**src/rtl/chroma_dc_pkg.sv**
```systemverilog
package chroma_dc_pkg;
   // Which neighbour edges exist: bit 1 = above, bit 0 = left
   typedef enum logic [1:0] {
      EDGE_NONE  = 2'b00,
      EDGE_LEFT  = 2'b01,
      EDGE_ABOVE = 2'b10,
      EDGE_BOTH  = 2'b11
   } edge_sel_e;

   // Quadrant index = {row half, column half}
   typedef enum logic [1:0] {
      QD_TL = 2'd0,
      QD_TR = 2'd1,
      QD_BL = 2'd2,
      QD_BR = 2'd3
   } quad_e;
endpackage

```
**src/rtl/dc_half_sum.sv**
```systemverilog
module dc_half_sum #(
   parameter int W   = 8,
   parameter int CNT = 4,
   localparam int SW = W + $clog2(CNT)
) (
   input  logic [CNT*W-1:0] smp_i,
   output logic [SW-1:0]    sum_o
);
   always_comb begin
      sum_o = '0;
      for (int i = 0; i < CNT; i++)
         sum_o = sum_o + SW'(smp_i[i*W +: W]);
   end
endmodule

```
**src/rtl/dc_quad_calc.sv**
```systemverilog
module dc_quad_calc
   import chroma_dc_pkg::*;
#(
   parameter int W = 8,
   parameter int N = 8
) (
   input  logic [N*W-1:0]    above_i,
   input  logic [N*W-1:0]    left_i,
   input  edge_sel_e         sel_i,
   output logic [3:0][W-1:0] dc_o
);
   localparam int HALF = N / 2;
   localparam int SH_H = $clog2(HALF);
   localparam int SH_F = SH_H + 1;
   localparam int HS   = W + SH_H;
   localparam int FS   = HS + 1;
   localparam logic [W-1:0] MID = W'(1) << (W - 1);
   localparam logic [HS:0]  RND_H = (HS+1)'(1) << (SH_H - 1);
   localparam logic [FS:0]  RND_F = (FS+1)'(1) << (SH_F - 1);

   logic [1:0][HS-1:0] sum_a, sum_l;

   for (genvar g = 0; g < 2; g++) begin : g_half
      dc_half_sum #(.W(W), .CNT(HALF)) u_sa (
         .smp_i(above_i[g*HALF*W +: HALF*W]), .sum_o(sum_a[g]));
      dc_half_sum #(.W(W), .CNT(HALF)) u_sl (
         .smp_i(left_i[g*HALF*W +: HALF*W]),  .sum_o(sum_l[g]));
   end

   function automatic logic [W-1:0] avg_half(input logic [HS-1:0] s);
      logic [HS:0] t;
      t = {1'b0, s} + RND_H;
      return t[SH_H +: W];
   endfunction

   function automatic logic [W-1:0] avg_full(input logic [HS-1:0] a,
                                             input logic [HS-1:0] b);
      logic [FS:0] t;
      t = (FS+1)'(a) + (FS+1)'(b) + RND_F;
      return t[SH_F +: W];
   endfunction

   always_comb begin
      unique case (sel_i)
         EDGE_BOTH: begin
            dc_o[QD_TL] = avg_full(sum_a[0], sum_l[0]);
            dc_o[QD_TR] = avg_half(sum_a[1]);
            dc_o[QD_BL] = avg_half(sum_l[1]);
            dc_o[QD_BR] = avg_full(sum_a[1], sum_l[1]);
         end
         EDGE_LEFT: begin
            dc_o[QD_TL] = avg_half(sum_l[0]);
            dc_o[QD_TR] = avg_half(sum_l[0]);
            dc_o[QD_BL] = avg_half(sum_l[1]);
            dc_o[QD_BR] = avg_half(sum_l[1]);
         end
         EDGE_ABOVE: begin
            dc_o[QD_TL] = avg_half(sum_a[0]);
            dc_o[QD_TR] = avg_half(sum_a[1]);
            dc_o[QD_BL] = avg_half(sum_a[0]);
            dc_o[QD_BR] = avg_half(sum_a[1]);
         end
         default: dc_o = {4{MID}};
      endcase
   end
endmodule

```
**src/rtl/dc_row_emit.sv**
```systemverilog
module dc_row_emit #(
   parameter int W = 8,
   parameter int N = 8
) (
   input  logic              clk,
   input  logic              rst_n,
   input  logic              load_i,
   input  logic [3:0][W-1:0] dc_i,
   output logic              busy_o,
   output logic              last_o,
   output logic [N*W-1:0]    row_o
);
   localparam int HALF = N / 2;
   localparam int CW   = $clog2(N);

   logic [3:0][W-1:0] dc_q;
   logic [CW-1:0]     row_q;
   logic              busy_q;
   logic              row_lo;

   always_ff @(posedge clk) begin
      if (!rst_n) begin
         busy_q <= 1'b0;
         row_q  <= '0;
         dc_q   <= '0;
      end else if (!busy_q) begin
         if (load_i) begin
            busy_q <= 1'b1;
            row_q  <= '0;
            dc_q   <= dc_i;
         end
      end else begin
         row_q <= row_q + 1'b1;
         if (row_q == CW'(N - 1))
            busy_q <= 1'b0;
      end
   end

   assign row_lo = row_q[CW-1];
   assign busy_o = busy_q;
   assign last_o = busy_q && (row_q == CW'(N - 1));

   for (genvar c = 0; c < N; c++) begin : g_col
      localparam logic COL_HI = (c >= HALF);
      assign row_o[c*W +: W] = dc_q[{row_lo, COL_HI}];
   end
endmodule

```
**src/rtl/chroma_dc_pred.sv**
```systemverilog
module chroma_dc_pred
   import chroma_dc_pkg::*;
#(
   parameter int SAMPLE_W = 8,
   parameter int BLK_N    = 8
) (
   input  logic                  clk,
   input  logic                  rst_n,
   input  logic                  start_i,
   input  logic                  avail_above_i,
   input  logic                  avail_left_i,
   input  logic [BLK_N*SAMPLE_W-1:0] above_i,
   input  logic [BLK_N*SAMPLE_W-1:0] left_i,
   output logic                  row_valid_o,
   output logic                  row_last_o,
   output logic [BLK_N*SAMPLE_W-1:0] row_data_o,
   output logic                  busy_o
);
   if (BLK_N < 4 || (BLK_N & (BLK_N - 1)) != 0) begin : g_bad_n
      $error("chroma_dc_pred: BLK_N must be a power of two, at least 4");
   end
   if (SAMPLE_W < 2) begin : g_bad_w
      $error("chroma_dc_pred: SAMPLE_W must be at least 2");
   end

   edge_sel_e                  sel;
   logic [3:0][SAMPLE_W-1:0]   dc;
   logic                       busy;

   assign sel = edge_sel_e'({avail_above_i, avail_left_i});

   dc_quad_calc #(.W(SAMPLE_W), .N(BLK_N)) u_calc (
      .above_i(above_i), .left_i(left_i), .sel_i(sel), .dc_o(dc));

   dc_row_emit #(.W(SAMPLE_W), .N(BLK_N)) u_emit (
      .clk(clk), .rst_n(rst_n), .load_i(start_i), .dc_i(dc),
      .busy_o(busy), .last_o(row_last_o), .row_o(row_data_o));

   assign busy_o      = busy;
   assign row_valid_o = busy;
endmodule

```
**config.mk**
```make
export PLATFORM = sky130hd
export DESIGN_NAME = chroma_dc_pred
export DESIGN_NICKNAME = d
export VERILOG_FILES = /design/src/rtl/chroma_dc_pkg.sv /design/src/rtl/dc_half_sum.sv /design/src/rtl/dc_quad_calc.sv /design/src/rtl/dc_row_emit.sv /design/src/rtl/chroma_dc_pred.sv
export SDC_FILE = /design/constraint.sdc
export NUM_CORES = 1
export LEC_CHECK = 0
export BUFFER_PORTS_ARGS = -buffer_cell sky130_fd_sc_hd__buf_2
export CELL_PAD_IN_SITES_DETAIL_PLACEMENT = 0
export CELL_PAD_IN_SITES_GLOBAL_PLACEMENT = 2
export CORE_MARGIN = 4
export CORE_UTILIZATION = 31
export CTS_BUF_LIST = sky130_fd_sc_hd__clkbuf_16
export CTS_CLUSTER_SIZE = 8
export DETAILED_ROUTE_END_ITERATION = 6
export PLACE_DENSITY_LB_ADDON = 0.1
export REMOVE_ABC_BUFFERS = 1
export SETUP_SLACK_MARGIN = 0.2
export SLEW_MARGIN = 20
export SYNTH_ARGS = -nofsm -noshare
export SYNTH_HDL_FRONTEND = slang
export SYNTH_HIERARCHICAL = 1
export SYNTH_SLANG_ARGS = --single-unit
```
**constraint.sdc**
```tcl
create_clock -name clk -period 6 [get_ports clk]
set_input_delay 0.3 -clock clk [delete_from_list [all_inputs] [get_ports clk]]
set_output_delay 0.3 -clock clk [all_outputs]
set_load 0.02 [all_outputs]
```
==> Word-level counts from Yosys, hierarchy flattened <==
Index checks and enable logic that the tools add are counted.
{ "word_totals": {"ff_bits": 36, "input_bits": 133, "out_inout_bits": 67, "elab_cells": 47} }
{ "op_classes": {"n_addsub": 21, "order_cmp": 2, "eq_ne": 4, "mux": 10, "n_bitwise": 1, "n_reduce_logical": 3} }
{ "op_table": {"columns": ["cell", "n"], "rows": [
  ["one-hot mux 32 bit (3 select lines)", 1],
  ["adder 10 x 2 -> 10 bit (second input constant)", 4],
  ["adder 10 x 8 -> 10 bit", 4],
  ["adder 9 x 8 -> 10 bit", 4],
  ["adder 8 x 8 -> 9 bit", 4],
  ["2-to-1 mux 8 bit", 4],
  ["adder 10 x 10 -> 11 bit", 2],
  ["adder 11 x 3 -> 11 bit (second input constant)", 2],
  ["less-than comparator 2 x 3 -> 1 bit (second input constant)", 2],
  ["2-to-1 mux 3 bit", 2],
  ["== test 2 bit (second input constant)", 2],
  ["adder 3 x 1 -> 3 bit (second input constant)", 1],
  ["== test 3 bit (second input constant)", 1],
  ["2-to-1 mux 1 bit", 3],
  ["== test 2 x 1 -> 1 bit (second input constant)", 1],
  ["AND reduction 2 bit", 1],
  ["nonzero test 2 bit", 1],
  ["logical AND 1 bit", 1],
  ["inverter 1 bit", 1]
]} }

==> Logic depth before layout (Yosys ltp) <==
{ "logic_depth": {"ltp_word": 6, "depth_mapped": 18} }

==> Hierarchy <==
Netlist, hierarchy kept.
{ "modules_own_cells": {"columns": ["mod", "instances", "cells_each", "area_each_um2", "seq_area_each_um2"], "rows": [
  ["dc_half_sum at u_calc.g_half[0].u_sa ...", 3, 92, 760.7, 0.0],
  ["dc_row_emit", 1, 223, 2050.7, 720.7],
  ["dc_quad_calc", 1, 259, 1835.5, 0.0],
  ["dc_half_sum at u_calc.g_half[1].u_sa", 1, 96, 780.7, 0.0],
  ["chroma_dc_pred", 1, 1, 7.5, 0.0]
]} }

==> Least setup slack after synthesis <==
Ideal clock, no wire load.
{ "synth_path": {"path_type": "input-to-reg", "from": "in above_i[2]", "to": "reg u_emit/dc_q[7] in the netlist's numbering", "setup_time_ns": 0.118, "arrival_ns": 4.229, "required_time_ns": 5.882, "path_slack_ns": 1.653, "path_stages": 18, "path_buffers": 0, "path_cell_list": "inv_1 -> fa_1 -> fa_1 -> inv_1 -> ha_1 -> a211oi_1 -> o21bai_1 -> a21oi_1 -> xnor2_1 -> ha_1 -> ha_1 -> a21o_1 -> a21o_1 -> a221oi_4 -> mux2i_1 -> a211o_1 -> nand2_1 -> mux2i_1"} }
{ "synth_rtl": {"columns": ["element", "line", "rtl"], "rows": [
  ["start: declaration", "chroma_dc_pred.sv:12", "input logic [BLK_N*SAMPLE_W-1:0] above_i,"],
  ["end signal: assignment", "dc_row_emit.sv:30", "dc_q <= dc_i;"],
  ["end: declaration", "dc_row_emit.sv:16", "logic [3:0][W-1:0] dc_q;"]
]} }

==> qor.yml <==
core_area_sq_mm: 0.0220
crit_family: "adder cells"
ys.flop_type: "dfxtp_1"
dr.pass1.iters: 4
grt.total_usage: 0.133
fin_nets: 1269
slew_headroom: 0.424
wl_per_cell_um: 13.3
fp.dieW_um: 158
rsz0062_at_grt: "false"
cts_resized: 0
reg2reg_slack_ns: 4.43
worst_slack_ns: 1.43
cp_slowest_cell: "fa_1"
r2r_cells: 2
synth_edf_count: 0
antenna_found_initial: 0
cap_violations: 0
p_per_area_mw_per_mm2: 495
yosysSeqAreaShare: 0.104
crit_end: "u_emit/dc_q[31]"
drtIter0Drc: 182
die_h_um: 158
fin_crit_ns: 4.57
clock_latency_ns: 0.28
layout_commonest_cell: "buf_2"
yosys_register_bits: 36
start_kind: "input port"
io_buffers: 199
setup_viol: 0
first_global_vias: 5847
crit_top_cell: "ha_1"
cts_sinks: 36
startpoint: "left_i[34]"
syn_avg_cell_area_sq_um: 8.14
power_leakage_nw: 4.33
hold_path.class: "input port to flop"
place_hpwl_um: 14600
place.gp.congestion: 0.858
ys_top_cells_by_area: "fa_1 18%, ha_1 14%, dfxtp_1 10%"
grt_pass1_wl_um: 27600
ys_warn_count: 6
final_cell_mix: "199 x buf_2, 168 x inv_1, 109 x nand2_1"
slew_violations: 0
layout-drive-gt1-share: 0.245
setup_tns_ns: 0
grt_max_degree: 72
async_reset_ff_frac: 0
n_antenna_cell: 0
io-pin-count: 200
ir_drop_v: 0.000196
cts_max_path_buffers: 2
status: "completed"
dp.cells: 1269
htreeDepth: 2
totalWireLength_um: 17000
critical_path_depth: 19
start_util: 0.317
cts_hold_buf: 0
cts_buffers: 5
min_path_cells: 2
rows: 54
synth_area_sq_mm: 0.00696
max_stage_delay_ns: 0.52
antenna_left: 0
cts_tree: "yes"
cp_num_buf_inv: 3
cts.clk_slew.worst_paths_ns: 0.06
synth_top_area_frac: 0.184
post-cts-setup-buffer-count: 0
syn_inst: 855
vias: 5831
path_class: "input port to flop"
clock_skew_ns: 0.00135
crit_fanout: 5
vias_per_cell: 4.57
reg2reg_from: "u_emit/row_q[2]"
r2r-end: "u_emit/row_q[2]"
synth_area_leader_cell: "fa_1"
pre_cts_slack_ns: 1.15
critPathCaptureType: "flop"
period_share: 0.762
cp.required_ns: 6.20
fin_cells: 1277
synth_cell_types: 59
cp.arrival_ns: 4.77
finalHoldViolCount: 0
tightest_slew_ns: 0.863
crit_chain: "buf_2 > inv_1 > fa_1 > fa_1 > inv_1 > ha_1 > a211oi_1 > o21bai_1 > a21oi_1 > xnor2_1 > ha_1 > ha_1 > a21o_1 > a21o_1 > a221oi_2 > o21ai_1 > a211oi_1 > nand2_1 > mux2i_1"
die_area_sq_mm: 0.0249
cts_root_buf: "clkbuf_16"
syn2layout_area_growth_pct: 14.5
max_freq_mhz: 219
grt.overflow.total: 0
route.detailed.drc: 0
-- cells by family after synthesis --
logic type | share of synthesized area
buffers and inverters | 0.164
adders and majority gates | 0.321
xor gates and xnor gates | 0.0692
muxes | 0.0822
DFF | 0.104
AOI/OAI and AO/OA | 0.119
and+or+nand+nor | 0.141
-- worst min-delay path by stage --
stage / slack (ns) / to / start
2_1_floorplan: 0.40 / u_emit/row_q[0] / start_i
3_3_place_gp: 0.44 / u_emit/dc_q[2] / u_emit/dc_q[2]
3_5_place_dp: 0.45 / u_emit/dc_q[22] / u_emit/dc_q[22]
4_1_cts: 0.26 / u_emit/row_q[0] / start_i
5_1_grt: 0.27 / u_emit/row_q[0] / start_i
6_report: 0.27 / u_emit/row_q[0] / start_i
-- power breakdown --
group / switching, mW / internal (mW)
clock: 0.0977 / 0.151
sequential: 0.0301 / 0.299
combinational: 1.97 / 1.40
total: 2.09 / 1.85
-- per-layer routing --
metal,track usage,vias to the layer above,wire [um]
met2,0.245,105,8560
met5,0,-,0
li1,-,3018,-
met4,0.0156,0,127
met1,0.174,2701,7660
met3,0.0128,7,614
-- state kept, by name, summed over array words and instances (netlist names) --
| name | count |
|---|---|
| u_emit/busy_o | 1 |
| u_emit/dc_q | 32 |
| u_emit/row_q | 3 |
-- per-stage QoR --
stage | total power [mW] | area (sq um) | hold WS (ns) | util
4_1_cts | 4.00 | 7970 | 0.260 | 0.363
3_5_place_dp | 3.72 | 7830 | 0.447 | 0.356
5_1_grt | 4.39 | 7970 | 0.272 | 0.363
3_3_place_gp | 3.76 | 7830 | 0.443 | 0.356
6_report | 3.94 | 7970 | 0.267 | 0.363
2_1_floorplan | 2.88 | 6450 | 0.400 | -
-- synthesized netlist by cell type (all sizes together), types with 7 or more instances --
master / instances
ha: 76
xor2: 27
a21o: 12
nor2b: 11
dfxtp: 36
buf: 59
a21oi: 28
xnor2: 28
nor2: 29
clkbuf: 9
nand2: 109
mux2: 17
inv: 169
nor3: 18
o22ai: 7
mux2i: 38
o21ai: 23
nand3: 20
fa: 64
-- layout make-up --
type                    instances  area (sq um)
inverters                     169           634
clock buffers                   5           125
multi-input cells             582          5100
fillers                      2391         14000
flip-flops and latches         36           721
clock inverters                 3          13.8
repair buffers                202          1020
well taps                     280           350
No activity file was read; power rests on OpenSTA's default activity.
